===== config.mk =====
export PLATFORM = sky130hd
export DESIGN_NAME = prio_intc
export DESIGN_NICKNAME = d
export VERILOG_FILES = /design/src/rtl/prio_intc_pkg.sv /design/src/rtl/intc_edge_latch.sv /design/src/rtl/intc_ctrl_regs.sv /design/src/rtl/intc_arbiter.sv /design/src/rtl/prio_intc.sv
export SDC_FILE = /design/constraint.sdc
export NUM_CORES = 1
export LEC_CHECK = 0
export ABC_AREA = 1
export BUFFER_PORTS_ARGS = -buffer_cell sky130_fd_sc_hd__buf_2
export CAP_MARGIN = 20
export CORE_AREA = 2 2 39 41
export DETAILED_ROUTE_END_ITERATION = 8
export DIE_AREA = 0 0 41 43
export GPL_TIMING_DRIVEN = 0
export PLACE_DENSITY_LB_ADDON = 0.25
export SLEW_MARGIN = 15
export SYNTH_ARGS = -nofsm -noshare
export SYNTH_HDL_FRONTEND = slang
export SYNTH_SLANG_ARGS = --single-unit

===== constraint.sdc =====
create_clock -name clk -period 0.8 [get_ports clk]
set_input_delay 0.12 -clock clk [delete_from_list [all_inputs] [get_ports clk]]
set_output_delay 0.12 -clock clk [all_outputs]
set_load 0.01 [all_outputs]

===== src/rtl/prio_intc_pkg.sv =====
package prio_intc_pkg;

    localparam int NSRC   = 5;
    localparam int VEC_W  = 8;
    localparam int NMASK  = 3;

    typedef enum logic [2:0] {
        SRC_TRAP = 3'd0,
        SRC_R75  = 3'd1,
        SRC_R65  = 3'd2,
        SRC_R55  = 3'd3,
        SRC_GEN  = 3'd4
    } src_e;

    typedef struct packed {
        logic             irq;
        logic             ext;
        logic [VEC_W-1:0] vec;
    } intc_out_t;

    // Restart address for each fixed-vector source
    function automatic logic [VEC_W-1:0] vec_of(input int idx);
        case (idx)
            SRC_TRAP: vec_of = 8'h24;
            SRC_R75:  vec_of = 8'h3C;
            SRC_R65:  vec_of = 8'h34;
            SRC_R55:  vec_of = 8'h2C;
            default:  vec_of = 8'h00;
        endcase
    endfunction

endpackage


===== src/rtl/intc_edge_latch.sv =====
module intc_edge_latch (
    input  logic clk,
    input  logic rst,
    input  logic req_in,
    input  logic clr,
    output logic pend
);
    logic prev_q;
    logic pend_q;

    always_ff @(posedge clk) begin
        if (rst) begin
            prev_q <= 1'b0;
            pend_q <= 1'b0;
        end else begin
            prev_q <= req_in;
            // a fresh edge beats a clear in the same cycle
            pend_q <= (req_in & ~prev_q) | (pend_q & ~clr);
        end
    end

    assign pend = pend_q;
endmodule


===== src/rtl/intc_ctrl_regs.sv =====
module intc_ctrl_regs
    import prio_intc_pkg::*;
(
    input  logic             clk,
    input  logic             rst,
    input  logic             en_cmd,
    input  logic             dis_cmd,
    input  logic             taken,
    input  logic             mask_wr,
    input  logic [NMASK-1:0] mask_data,
    output logic             ie,
    output logic [NMASK-1:0] mask
);
    logic             ie_q;
    logic [NMASK-1:0] mask_q;

    always_ff @(posedge clk) begin
        if (rst) begin
            ie_q   <= 1'b0;
            mask_q <= '1;
        end else begin
            if (taken || dis_cmd) ie_q <= 1'b0;
            else if (en_cmd)      ie_q <= 1'b1;
            if (mask_wr)          mask_q <= mask_data;
        end
    end

    assign ie   = ie_q;
    assign mask = mask_q;
endmodule


===== src/rtl/intc_arbiter.sv =====
module intc_arbiter
    import prio_intc_pkg::*;
(
    input  logic [NSRC-1:0] elig,
    output logic [NSRC-1:0] grant,
    output intc_out_t       res
);
    always_comb begin
        grant   = '0;
        res     = '0;
        // index 0 is the highest priority
        for (int i = NSRC - 1; i >= 0; i--) begin
            if (elig[i]) begin
                grant     = '0;
                grant[i]  = 1'b1;
                res.irq   = 1'b1;
                res.ext   = (i == int'(SRC_GEN));
                res.vec   = vec_of(i);
            end
        end
    end
endmodule


===== src/rtl/prio_intc.sv =====
module prio_intc
    import prio_intc_pkg::*;
(
    input  logic             clk,
    input  logic             rst,
    input  logic             trap_i,
    input  logic             r75_i,
    input  logic             r65_i,
    input  logic             r55_i,
    input  logic             gen_i,
    input  logic             en_cmd,
    input  logic             dis_cmd,
    input  logic             mask_wr,
    input  logic [NMASK-1:0] mask_data,
    input  logic             clr75,
    input  logic             ack_i,
    output logic             irq_o,
    output logic [VEC_W-1:0] vec_o,
    output logic             ext_vec_o
);
    localparam int NEDGE = 2;

    logic             ie_q;
    logic [NMASK-1:0] mask_q;
    logic [NSRC-1:0]  elig;
    logic [NSRC-1:0]  grant;
    intc_out_t        res;
    logic [NEDGE-1:0] edge_in;
    logic [NEDGE-1:0] edge_clr;
    logic [NEDGE-1:0] edge_pend;

    assign edge_in  = {r75_i, trap_i};
    assign edge_clr = {(ack_i & grant[SRC_R75]) | (mask_wr & clr75),
                       ack_i & grant[SRC_TRAP]};

    for (genvar g = 0; g < NEDGE; g++) begin : g_edge
        intc_edge_latch u_lat (
            .clk    (clk),
            .rst    (rst),
            .req_in (edge_in[g]),
            .clr    (edge_clr[g]),
            .pend   (edge_pend[g])
        );
    end

    intc_ctrl_regs u_regs (
        .clk       (clk),
        .rst       (rst),
        .en_cmd    (en_cmd),
        .dis_cmd   (dis_cmd),
        .taken     (ack_i),
        .mask_wr   (mask_wr),
        .mask_data (mask_data),
        .ie        (ie_q),
        .mask      (mask_q)
    );

    always_comb begin
        elig           = '0;
        elig[SRC_TRAP] = edge_pend[0];
        elig[SRC_R75]  = ie_q & ~mask_q[2] & edge_pend[1];
        elig[SRC_R65]  = ie_q & ~mask_q[1] & r65_i;
        elig[SRC_R55]  = ie_q & ~mask_q[0] & r55_i;
        elig[SRC_GEN]  = ie_q & gen_i;
    end

    intc_arbiter u_arb (
        .elig  (elig),
        .grant (grant),
        .res   (res)
    );

    assign irq_o     = res.irq;
    assign vec_o     = res.vec;
    assign ext_vec_o = res.ext;
endmodule


======== Word-level counts from Yosys, hierarchy flattened ========
Cells that the tools add are included.
word-level totals
  bits in registers ....................... 8
  input bits .............................. 15
  output and inout bits ................... 10
  word-level logic and storage cells ...... 41
operators by class
  multiplexer cells ....................... 9
  bitwise gates (word level) .............. 24
  reductions and logical operators ........ 2
operators by type and width
  kind                count
  two-way mux 10 bit  5
  AND 1 bit           14
  two-way mux 2 bit   4
  NOT 1 bit           7
  bitwise OR 1 bit    3
  OR reduction 2 bit  1
  logical OR 1 bit    1

======== Longest topological paths before layout ========
Gate-level depths: netlist (run 1).
  depth after elaboration ................. 12
  mapped depth ............................ 5
  mapped depth without buffers ............ 5

======== Hierarchy ========
Synthesis (run 1) repeated with hierarchy kept, for this count alone.
unflattened totals
  cells, all modules ...................... 77
  area, all modules ....................... 480.5 µm²
modules (own cells, without submodules)
  module           times used  cells each  area an instance (µm²)  sequential area each (µm²)
  intc_edge_latch  2           10          77.6                    40.0
  intc_ctrl_regs   1           19          140.1                   80.1
  intc_arbiter     1           25          136.4                   0.0
  prio_intc        1           13          48.8                    0.0

======== Least setup slack after synthesis (run 1) ========
OpenSTA, ideal clock, no wires.
  path type ............................... register to output
  start ................................... reg u_regs.ie_q (netlist: u_regs.ie)
  end ..................................... out vec_o[5]
  data arrival time ....................... 0.859 ns
  setup slack ............................. -0.179 ns
  cell stages (with the launch flop) ...... 6
  path buffers ............................ 1
  cell sequence ........................... dfxtp_1 nand2_1 nor2_1 nor2_1 nand2_2 buf_4
on the way
  word-level cells in the longest chain between the ends .. 6
ends and longest elaborated chain
  what                                  line                  RTL
  from (decl)                           intc_ctrl_regs.sv:14  logic ie_q;
  from (signal assigned)                intc_ctrl_regs.sv:19  ie_q <= 1'b0;
  from (signal assigned)                intc_ctrl_regs.sv:22  if (taken || dis_cmd) ie_q <= 1'b0;
  from (signal assigned)                intc_ctrl_regs.sv:23  else if (en_cmd) ie_q <= 1'b1;
  AND 1 bit (2 in series)               prio_intc.sv:63       elig[SRC_R55] = ie_q & ~mask_q[0] & r55_i;
  two-way mux 10 bit (2 in series)      intc_arbiter.sv:13    if (elig[i]) begin
  two-way mux 10 bit (*) (2 in series)  intc_arbiter.sv:13
  to (decl)                             prio_intc.sv:18       output logic [VEC_W-1:0] vec_o,
Every way passes the cells marked *; elsewhere a longest branch is shown, timed or not.

======== Worst setup path in the final report (run 1) ========
Ends and elaborated chain as after synthesis.

==> results of run 1 <==
==> kinds of logic after synthesis <==
kind of cell           count (synthesis)
AOI/OAI and AO/OA                      5
and+or+nand+nor                       31
other                                  1
DFF                                    8
buffers and inverters                 14
==> stage by stage <==
step | cell area [µm²] | worst slack, ns | hold WS, ns | total power [µW] | std cells
6_report | 634 | -0.466 | 0.0259 | 906 | 104
5_1_grt | 634 | -0.532 | 0.0266 | 962 | 104
3_3_place_gp | 562 | -0.257 | 0.283 | 605 | 98
2_1_floorplan | 442 | -0.113 | 0.189 | 544 | 62
3_5_place_dp | 562 | -0.259 | 0.286 | 609 | 98
4_1_cts | 617 | -0.481 | 0.0186 | 921 | 102
==> worst paths after layout <==
kind                                startpoint                              end
max                     u_regs.ie$_SDFFE_PP0P_                         vec_o[5]
min                                    dis_cmd           u_regs.ie$_SDFFE_PP0P_
max reg2reg             u_regs.ie$_SDFFE_PP0P_  g_edge[1].u_lat.pend$_SDFF_PP0_
min reg2reg  g_edge[1].u_lat.prev_q$_SDFF_PP0_  g_edge[1].u_lat.pend$_SDFF_PP0_
==> layer usage <==
| metal | global-route usage | up-vias | routed length [µm] |
|---|---|---|---|
| met5 | 0 | - | 0 |
| met4 | 0.0400 | 0 | 0 |
| met3 | 0.0628 | 0 | 71 |
| met2 | 0.153 | 17 | 408 |
| met1 | 0.124 | 168 | 339 |
| li1 | - | 232 | - |
==> layout by cell type, fill, tap and decap left out, types with 2 or more instances in the layout <==
cell type	count
sky130_fd_sc_hd__buf_2	19
sky130_fd_sc_hd__nand2_1	10
sky130_fd_sc_hd__inv_1	8
sky130_fd_sc_hd__buf_4	7
sky130_fd_sc_hd__dfxtp_1	6
sky130_fd_sc_hd__nand3_1	5
sky130_fd_sc_hd__nor2_1	5
sky130_fd_sc_hd__nor2_4	4
sky130_fd_sc_hd__conb_1	4
sky130_fd_sc_hd__nand2_2	3
sky130_fd_sc_hd__clkbuf_4	3
sky130_fd_sc_hd__nor2_2	2
sky130_fd_sc_hd__a21oi_1	2
sky130_fd_sc_hd__buf_6	2
sky130_fd_sc_hd__dfxtp_4	2
==> flip-flops by register name (all words and copies together) (netlist names) <==
register             count
u_regs.mask              3
g_edge.u_lat.prev_q      2
g_edge.u_lat.pend        2
u_regs.ie                1
==> area by class of cell <==
| cell class | count | area, µm² |
|---|---|---|
| Inverter | 9 | 33.8 |
| Sequential cell | 8 | 168 |
| Multi-Input combinational cell | 40 | 220 |
| Fill cell | 154 | 749 |
| Tap cell | 16 | 20.0 |
| Timing Repair Buffer | 23 | 129 |
| Buffer | 5 | 41.3 |
| Clock buffer | 3 | 22.5 |
==> where the power goes <==
| part | internal [µW] | switching, µW | total, µW |
|---|---|---|---|
| clock | 171 | 122 | 293 |
| combinational | 89.4 | 80.1 | 170 |
| sequential | 422 | 21.2 | 443 |
| total | 682 | 224 | 906 |
==> critical path: cells and delay by family, from the launching register on <==
kind	cells	cell delay, ns
flip-flops	1	0.36
AND/OR/NAND/NOR	4	0.33
buffers and inverters	2	0.22
==> what timing repair did <==
item	CTS	global route
pin swaps	4	0
setup endpoints to repair	8	9
setup buffers	1	2
resized for setup	7	1
==> metrics.txt, run 1 <==
# TYPE chip_impl_metric gauge
chip_impl_metric{name="die_area",unit="µm²"} 1760
chip_impl_metric{name="worst-path-max-fanout",unit=""} 5
chip_impl_metric{name="setup_viol_count_final",unit=""} 7
chip_impl_metric{name="finalNetCount",unit=""} 105
chip_impl_metric{name="post_synth_fa_ha_maj_area_fraction",unit=""} 0
chip_impl_metric{name="clockBufferDepth",unit=""} 2
chip_impl_metric{name="drt_drc_violations_left",unit=""} 0
chip_impl_metric{name="holdBufCountCts",unit=""} 0
chip_impl_metric{name="synth_top_cell_area_share",unit=""} 0.393
chip_impl_metric{name="synth.area.mux_share",unit=""} 0
chip_impl_metric{name="synthesis_stage_register_bit_count",unit=""} 8
chip_impl_metric{name="synthArstFlopShare",unit=""} 0
chip_impl_metric{name="hold_path_depth",unit=""} 2
chip_impl_metric{name="antenna_found_initial",unit=""} 0
chip_impl_metric{name="cts.reportedPaths.clkPinSlew",unit="ns"} 0.05
chip_impl_metric{name="num_vias",unit=""} 417
chip_impl_metric{name="grt_first_pass_wirelength",unit="µm"} 1210
chip_impl_metric{name="drtPass1Iterations",unit=""} 4
chip_impl_metric{name="finalCriticalPeriod",unit="ns"} 1.27
chip_impl_metric{name="clock_sink_count",unit=""} 8
chip_impl_metric{name="final_min_period_over_clock_period",unit=""} 1.58
chip_impl_metric{name="route.detailed.vias_per_inst",unit=""} 4.01
chip_impl_metric{name="synth_edf_count",unit=""} 0
chip_impl_metric{name="drtAntennaViolNets",unit=""} 0
chip_impl_metric{name="ys_types",unit=""} 16
chip_impl_metric{name="dp_hpwl",unit="µm"} 657
chip_impl_info{name="worstSetupEndpointType",value="output port"} 1
chip_impl_metric{name="diodes",unit=""} 0
chip_impl_metric{name="timing_hold_violations_final",unit=""} 0
chip_impl_metric{name="postSynthCellCount",unit=""} 59
chip_impl_info{name="clock-root-buffer",value="sky130_fd_sc_hd__clkbuf_4"} 1
chip_impl_info{name="ys_top_cells_by_count",value="sky130_fd_sc_hd__nand2_1 (12), sky130_fd_sc_hd__dfxtp_1 (8), sky130_fd_sc_hd__inv_1 (8), sky130_fd_sc_hd__nor2_1 (8)"} 1
chip_impl_info{name="tritoncts",value="built"} 1
chip_impl_metric{name="max_capacitance_violation_count",unit=""} 0
chip_impl_metric{name="wire_per_inst",unit="µm"} 7.88
chip_impl_metric{name="start_util",unit=""} 0.295
chip_impl_metric{name="reg2reg_slack",unit="ns"} -0.16
chip_impl_metric{name="yosys_warns",unit=""} 0
chip_impl_metric{name="grt_pass1_vias",unit=""} 331
chip_impl_metric{name="routed_wirelength",unit="µm"} 819
chip_impl_metric{name="fin_skew",unit="ns"} 0.000244
chip_impl_info{name="synth.largest_area_cell",value="sky130_fd_sc_hd__dfxtp_1"} 1
chip_impl_metric{name="final-max-slew-violation-count",unit=""} 0
chip_impl_metric{name="synthToLayoutAreaGrowth",unit="%"} 55.5
chip_impl_metric{name="die_h",unit="µm"} 43
chip_impl_metric{name="globalRouteOverflowTotal",unit=""} 0
chip_impl_metric{name="synth-simple-area-share",unit=""} 0.350
chip_impl_metric{name="power-per-cell-area",unit="nW/µm²"} 1430
chip_impl_metric{name="drt-initial-drc-count",unit=""} 7
chip_impl_metric{name="post_synthesis_sequential_area_ratio",unit=""} 0.393
chip_impl_metric{name="final_layout_size_suffix_gt1_frac",unit=""} 0.511
chip_impl_info{name="path_class",value="register to output port"} 1
chip_impl_metric{name="rows",unit=""} 14
chip_impl_info{name="crit_path_start_kind",value="register"} 1
chip_impl_metric{name="horiz_die_dim",unit="µm"} 41
chip_impl_info{name="worst_hold_path_type",value="primary input to register"} 1
chip_impl_metric{name="grtUsageTotal",unit=""} 0.106
chip_impl_metric{name="clk-insertion-delay-late",unit="ns"} 0.25
chip_impl_metric{name="ir_drop",unit="mV"} 0.845
chip_impl_metric{name="timing.final.ws_setup",unit="ns"} -0.466
chip_impl_info{name="cpMostUsedCell",value="sky130_fd_sc_hd__buf_6"} 1
chip_impl_info{name="synth_top_cells_by_area",value="sky130_fd_sc_hd__dfxtp_1 (39%), sky130_fd_sc_hd__nand2_1 (11%), sky130_fd_sc_hd__buf_4 (9.2%)"} 1
chip_impl_metric{name="critical-path-max-stage-delay",unit="ns"} 0.36
chip_impl_metric{name="critical_path_required",unit="ns"} 0.68
chip_impl_info{name="outcome",value="finished with violations"} 1
chip_impl_metric{name="compound_cell_area_share_of_the_yosys_netlist",unit=""} 0.0736
chip_impl_metric{name="worst-r2r-cell-count",unit=""} 6
chip_impl_metric{name="arrival_time_at_the_worst_endpoint",unit="ns"} 1.15
chip_impl_metric{name="routabilityCongestion",unit=""} 0.670
chip_impl_metric{name="avgSynthCellArea",unit="µm²"} 6.91
chip_impl_info{name="slowest_cell_on_the_critical_path",value="sky130_fd_sc_hd__dfxtp_4"} 1
chip_impl_metric{name="setup-tns-final",unit="ns"} -2.72
chip_impl_metric{name="top_level_ports",unit=""} 25
chip_impl_info{name="setup_repair_after_global_routing_missed_its_margin",value="true"} 1
chip_impl_metric{name="clock_tree.htree_level_count",unit=""} 1
chip_impl_metric{name="cts_buffers",unit=""} 3
chip_impl_info{name="postSynth.topFlopCell",value="sky130_fd_sc_hd__dfxtp_1"} 1
chip_impl_metric{name="layout.core_utilization",unit=""} 0.458
chip_impl_info{name="failing_checks",value="negative setup slack"} 1
chip_impl_metric{name="synthXorXnorAreaFrac",unit=""} 0
chip_impl_metric{name="post_synth_instance_area",unit="µm²"} 408
chip_impl_metric{name="port-buffer-count",unit=""} 20
chip_impl_info{name="worstPathCellList",value="nand2_1, nor2_2, nor2_4, nand2_4, buf_6, buf_6"} 1
chip_impl_info{name="synth_top_family_by_area",value="simple AND/OR/NAND/NOR gates"} 1
chip_impl_metric{name="max_freq",unit="GHz"} 0.790
chip_impl_info{name="synth.most_common_cell",value="sky130_fd_sc_hd__nand2_1"} 1
chip_impl_metric{name="total_leakage_power",unit="µW"} 0.000339
chip_impl_metric{name="fp.coreArea",unit="µm²"} 1380
chip_impl_metric{name="grt_max_degree",unit=""} 7
Note: power is estimated with default switching activity, not from simulation.
==> run 2: changes to the inputs <==
- BUFFER_PORTS_ARGS: -buffer_cell sky130_fd_sc_hd__buf_2 -> not set
- DONT_BUFFER_PORTS: not set -> 1
==> metrics.txt, run 2 (synthesis results as in run 1) <==
# TYPE chip_impl_metric gauge
chip_impl_info{name="outcome",value="finished with violations"} 1
chip_impl_info{name="failing_checks",value="negative hold slack, negative setup slack"} 1
chip_impl_metric{name="dpl-instance-area",unit="µm²"} 462
chip_impl_metric{name="die_area",unit="µm²"} 1760
chip_impl_metric{name="worst_hold_slack",unit="ns"} -0.00141
chip_impl_metric{name="drt-initial-drc-count",unit=""} 4
chip_impl_metric{name="wire_per_inst",unit="µm"} 9.22
chip_impl_metric{name="timing.final.ws_setup",unit="ns"} -0.424
chip_impl_metric{name="post-route-cell-area",unit="µm²"} 624
chip_impl_metric{name="die_h",unit="µm"} 43
chip_impl_metric{name="cts.reportedPaths.clkPinSlew",unit="ns"} 0.06
chip_impl_metric{name="reg2reg_slack",unit="ns"} -0.27
chip_impl_metric{name="clockBufferDepth",unit=""} 2
chip_impl_metric{name="drtPass1Iterations",unit=""} 4
chip_impl_metric{name="grt_max_degree",unit=""} 6
chip_impl_metric{name="route.detailed.vias_per_inst",unit=""} 4.32
chip_impl_metric{name="horiz_die_dim",unit="µm"} 41
chip_impl_metric{name="antenna_found_initial",unit=""} 0
chip_impl_metric{name="worst-r2r-cell-count",unit=""} 7
chip_impl_metric{name="grt_first_pass_wirelength",unit="µm"} 1220
chip_impl_metric{name="rows",unit=""} 14
chip_impl_metric{name="fp.coreArea",unit="µm²"} 1380
chip_impl_info{name="tritoncts",value="built"} 1
chip_impl_info{name="crit_path_start_kind",value="register"} 1
chip_impl_metric{name="diodes",unit=""} 0
chip_impl_metric{name="routabilityCongestion",unit=""} 0.667
chip_impl_info{name="mostFrequentLayoutCell",value="sky130_fd_sc_hd__nand2_1"} 1
chip_impl_metric{name="final-max-slew-violation-count",unit=""} 0
chip_impl_metric{name="setup_viol_count_final",unit=""} 7
chip_impl_metric{name="worst-path-max-fanout",unit=""} 3
chip_impl_info{name="min_to",value="u_regs.mask[2]$_SDFFE_PP1P_"} 1
chip_impl_metric{name="top_level_ports",unit=""} 25
chip_impl_metric{name="hold_path_depth",unit=""} 2
chip_impl_info{name="setup_repair_after_global_routing_missed_its_margin",value="true"} 1
chip_impl_info{name="worst_hold_startpoint",value="mask_data[2]"} 1
chip_impl_metric{name="cts_buffers",unit=""} 3
chip_impl_metric{name="timing_hold_violations_final",unit=""} 1
chip_impl_metric{name="port-buffer-count",unit=""} 0
chip_impl_metric{name="start_util",unit=""} 0.295
chip_impl_metric{name="clock_sink_count",unit=""} 8
chip_impl_info{name="worstSetupEndpointType",value="output port"} 1
chip_impl_metric{name="max_capacitance_violation_count",unit=""} 0
chip_impl_info{name="worst_hold_path_type",value="primary input to register"} 1
chip_impl_metric{name="ir_drop",unit="mV"} 0.844
chip_impl_metric{name="final_layout_size_suffix_gt1_frac",unit=""} 0.355
chip_impl_metric{name="post-place-ws",unit="ns"} -0.195
chip_impl_metric{name="total_leakage_power",unit="µW"} 0.000317
chip_impl_metric{name="flip_flop_count_of_the_largest_register_after_layout",unit=""} 3
chip_impl_info{name="layout.cells.most_common_list",value="sky130_fd_sc_hd__nand2_1 (11), sky130_fd_sc_hd__buf_4 (8), sky130_fd_sc_hd__inv_1 (7)"} 1
chip_impl_metric{name="grt_pass1_vias",unit=""} 348
chip_impl_metric{name="arrival_time_at_the_worst_endpoint",unit="ns"} 1.10
chip_impl_metric{name="final_min_period_over_clock_period",unit=""} 1.53
chip_impl_metric{name="routed_wirelength",unit="µm"} 848
chip_impl_metric{name="fin_skew",unit="ns"} 0.00419
chip_impl_metric{name="grtUsageTotal",unit=""} 0.104
chip_impl_metric{name="max_freq",unit="GHz"} 0.817
chip_impl_info{name="critPathLaunch",value="g_edge[1].u_lat.pend$_SDFF_PP0_"} 1
chip_impl_metric{name="synthToLayoutAreaGrowth",unit="%"} 53.1
chip_impl_metric{name="drt_drc_violations_left",unit=""} 0
chip_impl_metric{name="drtAntennaViolNets",unit=""} 0
chip_impl_metric{name="critical_path_required",unit="ns"} 0.68
chip_impl_metric{name="finalNetCount",unit=""} 93
chip_impl_metric{name="num_vias",unit=""} 397
chip_impl_metric{name="finalCriticalPeriod",unit="ns"} 1.22
chip_impl_metric{name="clk-insertion-delay-late",unit="ns"} 0.25
chip_impl_metric{name="power-per-cell-area",unit="nW/µm²"} 1440
chip_impl_metric{name="globalRouteOverflowTotal",unit=""} 0
chip_impl_info{name="critical_path.reg2reg.startpoint",value="g_edge[1].u_lat.pend$_SDFF_PP0_"} 1
chip_impl_info{name="worst_r2r_endpoint",value="g_edge[1].u_lat.pend$_SDFF_PP0_"} 1
chip_impl_info{name="path_class",value="register to output port"} 1
chip_impl_info{name="clock-root-buffer",value="sky130_fd_sc_hd__clkbuf_4"} 1
chip_impl_metric{name="dp_hpwl",unit="µm"} 616
chip_impl_metric{name="clock_tree.htree_level_count",unit=""} 1
-- run 2: worst max path at each step --
stage               end  slack, ns  cells after the start
2_1_floorplan  vec_o[5]      -0.11                      5
3_3_place_gp   vec_o[5]      -0.18                      5
3_5_place_dp   vec_o[5]      -0.19                      5
4_1_cts        vec_o[5]      -0.43                      5
5_1_grt        vec_o[5]      -0.49                      5
6_report       vec_o[5]      -0.42                      5
-- run 2: critical path: stages, from the launching register on --
cell and delay (ns):
sky130_fd_sc_hd__dfxtp_1 0.37, sky130_fd_sc_hd__nand2_4 0.07, sky130_fd_sc_hd__nor2_4 0.16, sky130_fd_sc_hd__nor2_4 0.06, sky130_fd_sc_hd__nand2_4 0.09, sky130_fd_sc_hd__buf_6 0.11
-- run 2: per-layer routing --
layer / GRT usage / up-vias / share of wire
met4: 0.0800 / 0 / 0.011
met5: 0 / - / 0
li1: - / 212 / -
met2: 0.153 / 17 / 0.49
met3: 0.0419 / 2 / 0.084
met1: 0.111 / 166 / 0.42
-- run 2: final cells by class --
| class | instances | area (µm²) |
|---|---|---|
| tap | 16 | 20.0 |
| buffer | 5 | 41.3 |
| timing repair buffer | 11 | 105 |
| multi-input combinational | 40 | 234 |
| inverter | 9 | 33.8 |
| clock buffer | 3 | 22.5 |
| fill | 141 | 759 |
| sequential | 8 | 168 |
-- run 2: per-stage QoR --
| step | util | cells | power (µW) | hold slack [ns] | setup TNS [ns] |
|---|---|---|---|---|---|
| 3_3_place_gp | 0.334 | 78 | 553 | 0.193 | -0.993 |
| 6_report | 0.451 | 92 | 901 | -0.00141 | -2.54 |
| 2_1_floorplan | - | 62 | 544 | 0.189 | -0.491 |
| 3_5_place_dp | 0.334 | 78 | 556 | 0.192 | -1.06 |
| 4_1_cts | 0.430 | 90 | 898 | 0.00163 | -2.47 |
| 5_1_grt | 0.451 | 92 | 953 | 0.0110 | -3.03 |
-- run 2: repair_timing --
action / in CTS / in global routing
gates resized for setup: 7 / 5
pin swaps: 8 / 5
endpoints found under the hold margin: 7 / 0
hold buffers: 7 / 0
setup buffers: 2 / 2
endpoints found under the setup margin: 8 / 10
-- run 2: report_power, final --
| group | internal, µW | total (µW) | switching [µW] |
|---|---|---|---|
| clock | 171 | 304 | 133 |
| combinational | 80.4 | 151 | 70.7 |
| sequential | 422 | 445 | 23.9 |
| total | 673 | 901 | 227 |
